--- src/rtl/dcp_pkg.sv ---
package dcp_pkg;
    typedef logic [1:0] sym_t;
    localparam sym_t SYM_ZERO = 2'b00;
    localparam sym_t SYM_ONE  = 2'b01;
    localparam sym_t SYM_DC   = 2'b10;
    typedef enum logic {ST_LOAD, ST_EMIT} dcp_state_t;
endpackage

--- src/rtl/dcp_xcount.sv ---
module dcp_xcount
    import dcp_pkg::*;
#(
    parameter int PAT_LEN = 8,
    localparam int CW     = $clog2(PAT_LEN + 1)
) (
    input  logic [2*PAT_LEN-1:0] pat,
    output logic [CW-1:0]        xcnt
);
    logic [PAT_LEN-1:0] is_dc;

    for (genvar g = 0; g < PAT_LEN; g++) begin : g_sym
        assign is_dc[g] = (pat[2*g +: 2] == SYM_DC);
    end

    always_comb begin
        xcnt = '0;
        for (int i = 0; i < PAT_LEN; i++) begin
            xcnt = xcnt + CW'(is_dc[i]);
        end
    end
endmodule

--- src/rtl/dcp_store.sv ---
module dcp_store #(
    parameter int PAT_LEN = 8,
    parameter int DEPTH   = 16,
    parameter int CW      = 4,
    localparam int AW     = (DEPTH > 1) ? $clog2(DEPTH) : 1
) (
    input  logic                 clk,
    input  logic                 we,
    input  logic [AW-1:0]        waddr,
    input  logic [2*PAT_LEN-1:0] wpat,
    input  logic [CW-1:0]        wcnt,
    input  logic [AW-1:0]        raddr,
    output logic [2*PAT_LEN-1:0] rpat,
    output logic [CW-1:0]        rcnt
);
    logic [2*PAT_LEN-1:0] pat_mem [DEPTH];
    logic [CW-1:0]        cnt_mem [DEPTH];

    always_ff @(posedge clk) begin
        if (we) begin
            pat_mem[waddr] <= wpat;
            cnt_mem[waddr] <= wcnt;
        end
    end

    assign rpat = pat_mem[raddr];
    assign rcnt = cnt_mem[raddr];
endmodule

--- src/rtl/dcp_min_track.sv ---
module dcp_min_track #(
    parameter int CW = 4
) (
    input  logic          clk,
    input  logic          rst_n,
    input  logic          upd,
    input  logic          first,
    input  logic [CW-1:0] val,
    output logic [CW-1:0] min_q
);
    always_ff @(posedge clk) begin
        if (!rst_n) begin
            min_q <= '0;
        end else if (upd && (first || (val < min_q))) begin
            min_q <= val;
        end
    end
endmodule

--- src/rtl/dcp_partitioner.sv ---
module dcp_partitioner
    import dcp_pkg::*;
#(
    parameter int PAT_LEN = 8,
    parameter int DEPTH   = 16,
    localparam int CW     = $clog2(PAT_LEN + 1),
    localparam int AW     = (DEPTH > 1) ? $clog2(DEPTH) : 1,
    localparam int NW     = $clog2(DEPTH + 1)
) (
    input  logic                 clk,
    input  logic                 rst_n,
    input  logic                 in_valid,
    output logic                 in_ready,
    input  logic [2*PAT_LEN-1:0] in_sym,
    input  logic                 in_last,
    output logic                 out_valid,
    input  logic                 out_ready,
    output logic [2*PAT_LEN-1:0] out_sym,
    output logic [CW-1:0]        out_xcnt,
    output logic                 out_tag,
    output logic                 out_last,
    output logic                 load_done,
    output logic                 replay_done,
    output logic                 overflow
);
    dcp_state_t state_q, state_d;

    logic [NW-1:0] wr_cnt_q;
    logic [NW-1:0] rd_ptr_q;
    logic [CW-1:0] in_xcnt;
    logic [CW-1:0] thresh_q;
    logic          accept, store_en, refuse, fire, leave_emit;

    // Load-side X population count
    dcp_xcount #(.PAT_LEN(PAT_LEN)) u_xcount (
        .pat  (in_sym),
        .xcnt (in_xcnt)
    );

    assign accept     = (state_q == ST_LOAD) && in_valid;
    assign store_en   = accept && (wr_cnt_q < NW'(DEPTH));
    assign refuse     = accept && !(wr_cnt_q < NW'(DEPTH));
    assign fire       = out_valid && out_ready;
    assign leave_emit = fire && out_last;

    dcp_store #(.PAT_LEN(PAT_LEN), .DEPTH(DEPTH), .CW(CW)) u_store (
        .clk   (clk),
        .we    (store_en),
        .waddr (wr_cnt_q[AW-1:0]),
        .wpat  (in_sym),
        .wcnt  (in_xcnt),
        .raddr (rd_ptr_q[AW-1:0]),
        .rpat  (out_sym),
        .rcnt  (out_xcnt)
    );

    dcp_min_track #(.CW(CW)) u_min (
        .clk   (clk),
        .rst_n (rst_n),
        .upd   (store_en),
        .first (wr_cnt_q == '0),
        .val   (in_xcnt),
        .min_q (thresh_q)
    );

    // State register
    always_ff @(posedge clk) begin
        if (!rst_n) state_q <= ST_LOAD;
        else        state_q <= state_d;
    end

    // Transitions: LOAD->EMIT on accepted last beat, EMIT->LOAD on final handshake
    always_comb begin
        state_d = state_q;
        unique case (state_q)
            ST_LOAD: if (accept && in_last) state_d = ST_EMIT;
            ST_EMIT: if (leave_emit)        state_d = ST_LOAD;
        endcase
    end

    // State-decoded outputs
    always_comb begin
        in_ready  = 1'b0;
        out_valid = 1'b0;
        unique case (state_q)
            ST_LOAD: in_ready  = 1'b1;
            ST_EMIT: out_valid = 1'b1;
        endcase
    end

    assign out_last = (rd_ptr_q == wr_cnt_q - NW'(1));
    assign out_tag  = (out_xcnt != thresh_q);

    // Counters, flag and pass-end pulses
    always_ff @(posedge clk) begin
        if (!rst_n) begin
            wr_cnt_q    <= '0;
            rd_ptr_q    <= '0;
            overflow    <= 1'b0;
            load_done   <= 1'b0;
            replay_done <= 1'b0;
        end else begin
            load_done   <= accept && in_last;
            replay_done <= leave_emit;
            if (leave_emit) begin
                wr_cnt_q <= '0;
                rd_ptr_q <= '0;
                overflow <= 1'b0;
            end else begin
                if (store_en) wr_cnt_q <= wr_cnt_q + NW'(1);
                if (fire)     rd_ptr_q <= rd_ptr_q + NW'(1);
                if (refuse)   overflow <= 1'b1;
            end
        end
    end
endmodule

--- config.mk ---
export PLATFORM = sky130hd
export DESIGN_NAME = dcp_partitioner
export DESIGN_NICKNAME = d
export VERILOG_FILES = /design/src/rtl/dcp_pkg.sv /design/src/rtl/dcp_xcount.sv /design/src/rtl/dcp_store.sv /design/src/rtl/dcp_min_track.sv /design/src/rtl/dcp_partitioner.sv
export SDC_FILE = /design/constraint.sdc
export NUM_CORES = 1
export LEC_CHECK = 0
export ABC_AREA = 1
export BUFFER_PORTS_ARGS = -buffer_cell sky130_fd_sc_hd__buf_2
export CAP_MARGIN = 5
export CORE_MARGIN = 2
export CORE_UTILIZATION = 60
export CTS_BUF_LIST = sky130_fd_sc_hd__clkbuf_2 sky130_fd_sc_hd__clkbuf_4 sky130_fd_sc_hd__clkbuf_8
export CTS_CLUSTER_DIAMETER = 100
export DETAILED_ROUTE_END_ITERATION = 12
export PLACE_DENSITY = 0.8
export SETUP_SLACK_MARGIN = 0.05
export SYNTH_ARGS = -nofsm -noshare
export SYNTH_HDL_FRONTEND = slang
export SYNTH_SLANG_ARGS = --single-unit
--- constraint.sdc ---
create_clock -name clk -period 4.5 [get_ports clk]
set_input_delay 0.45 -clock clk [delete_from_list [all_inputs] [get_ports clk]]
set_output_delay 0.45 -clock clk [all_outputs]
set_load 0.01 [all_outputs]
==> flow_summary.toml <==
[pwr]
p_leak_nw = 5.56
vdd_ir_drop_max_mv = 0.245
power_density_nw_per_um2 = 421
finalPower_mw = 6.55

[clocking]
clockRootBuffer = "clkbuf_8"
cts_resized = 0
clkTransAtPathRegs_ns = 0.06
cts_inserted_buffers = 52
ctsHoldBuffers = 0
cts_tree = "yes"
post-cts-setup-buffers = 0
clock_latency_ns = 0.57
clockBufferDepth = 3
cts_sinks = 342
htreeDepth = 2

[worst_setup_path]
critical_path_class = "input port to register"
critPathMaxFanout = 17
critical_path.top_delay_family = "adder cells"
endpoint_kind = "register"
r2r_cells = 10
crit_path_cell_trace = "buf_2, nor2_1, ha_1, inv_1, fa_1, fa_1, fa_1, fa_1, xor2_1, inv_1, ha_1, nand2_1, o211ai_1, nand2_2, o21ai_0, a21oi_1"
cp_slowest_cell = "fa_1"
cpMostUsedCell = "fa_1"
required_ns = 4.95
crit_arrival_ns = 4.22
crit_path_start_kind = "input port"
worst-path-buf-inv = 3
crit_cells = 16
crit_path_max_incr_delay_ns = 0.45

[floorplan]
core_area_um2 = 22800
io_pins = 48
die_w_um = 157
die_h_um = 157
initial_core_util_pct = 61.5
rows = 55
die_area_um2 = 24600

[global_route]
track_usage_pct = 27.4
grt_pass1_vias = 9077
grt_overflow = 0
grt_pass1_wl_um = 50100
antenna_found_initial = 0
grt_max_degree = 103

[sta]
fmax_mhz = 265
rsz0062_at_grt = "false"
layout_min_cycle_time_ns = 3.77
tightest_slew_ns = 1.11
finalSetupViolations = 0
slew_headroom_pct = 25.7
fin_setup_tns_ns = 0
final-max-slew-violation-count = 0
worst_clock_skew_ns = 0.0230
fin_crit_sh_pct = 83.8
setup_ws_ns = 0.729
final-hold-violation-count = 0

[routing]
drt-total-wl_um = 32900
dr.pass1.iters = 6
first_iter_violations = 1202
vias_per_cell = 5.99
drtAntennaViolNets = 0
route.vias.total = 9227
drc = 0
wl_per_cell_um = 21.3

[synth]
ys_seq_area_share_pct = 71.7
syn_nets = 1157
synth_xor_area_share_pct = 0.750
synth_compound_area_share_pct = 10.0
yosysWarnings = 0
synth_top_family_by_area = "simple AND/OR/NAND/NOR gates"
ys_types = 32
syn_area_per_cell_um2 = 12.5
muxShareOfSynthArea_pct = 0
synth_area_um2 = 14000
synth_simple_gate_area_share_pct = 11.3
synthCells = 1120
synthAdderAreaFrac_pct = 1.64
ys_ff_latch = 342

[place]
pre_cts_ws_ns = 0.164
placed_cell_area_um2 = 14500
hpwl_um = 17800
port_buffers = 47
place_congestion = 0.817
place_inst = 1445

[layout]
fin_cells = 1541
mostFrequentLayoutCell = "edfxtp_1"
final_cell_mix = "edfxtp_1 (320), nor2_1 (150), nand2_1 (144)"
syn_to_final_growth_pct = 11.1
fin_area_um2 = 15600
layout.nets = 1223
fill_cells = 1582
n_antenna_cell = 0
drive_above_1_share_pct = 16.0

[min_path]
hp-class = "input port to register"
min_path_cells = 3

[job]
drv_cap = 0

[run_status]
outcome = "finished clean"
==> worst paths after layout <==
check / slack (ns) / end / startpoint
max: 0.73 / u_min.min_q[0] / in_sym[2]
min: 0.14 / load_done / in_last
max reg2reg: 1.93 / u_min.min_q[0] / state_q
min reg2reg: 0.45 / overflow / overflow
==> report_power, final <==
group / internal (mW) / switching (mW)
registers: 3.56 / 0.0203
clock network: 1.36 / 1.14
logic: 0.141 / 0.334
total: 5.06 / 1.49
==> cell usage after synthesis (all sizes together) <==
master,number,area [um2]
nor3,1,5.00
fa,4,80.1
nand2,149,572
buf,48,317
nor2,167,637
inv,68,260
clkbuf,19,75.1
edfxtp,320,9610
xnor2,6,52.6
ha,12,150
o211ai,17,133
nor4,1,6.26
nand3,67,345
o22ai,15,93.8
dfxtp,22,440
nand4,2,12.5
a21oi,11,66.3
o21ai,136,681
xor2,6,52.6
o221ai,49,429
==> layer usage <==
metal	vias to the layer above	wire length (um)	part of all wire [%]	track usage [%]
met4	0	1360	4.1	13.1
li1	4166	-	-	-
met3	100	3010	9.2	5.07
met1	4446	12600	38	36.6
met5	-	0	0	0
met2	515	15900	48	43.9
==> worst register-to-register path: stages (launching register included) <==
cell	delay, ns
dfxtp_1	0.32
inv_1	0.09
nand2_2	0.08
nor2_4	0.25
nand2_2	0.17
nor2_2	0.74
buf_4	0.38
inv_1	0.10
nand2_2	0.14
o21ai_0	0.09
a21oi_1	0.14
==> cells by family (layout without fill, tap and decap cells) <==
family	count (synthesis)	after routing
AND/OR/NAND/NOR	387	387
flip-flops	342	342
XOR/XNOR	12	12
AO/OA/AOI/OAI	228	228
adder cells (fa/ha/maj)	16	16
buffers and inverters	135	243
==> stage by stage <==
stage,utilization (%),hold WS (ns)
after floorplan,-,0.468
after global placement,63.8,0.444
after detailed placement,63.8,0.435
after CTS,68.3,0.128
after global routing,68.3,0.137
final,68.3,0.142
==> layout make-up <==
| cell class | instances | area (um2) | area share, % |
|---|---|---|---|
| Inverter | 68 | 260 | 1.67 |
| Sequential cell | 342 | 10100 | 64.6 |
| Multi-Input combinational cell | 643 | 3350 | 21.5 |
| Tap cell | 313 | 392 | 2.52 |
| Timing Repair Buffer | 79 | 475 | 3.05 |
| Clock inverter | 21 | 123 | 0.788 |
| Clock buffer | 75 | 907 | 5.83 |
==> registers in the layout, summed over array words and instances, names as in the netlist, named ones only <==
name	flops
wr_cnt_q	5
load_done	1
u_store.cnt_mem	64
overflow	1
state_q	1
u_min.min_q	4
u_store.pat_mem	256
rd_ptr_q	5
replay_done	1
Note: power is estimated with default switching activity, not from simulation.
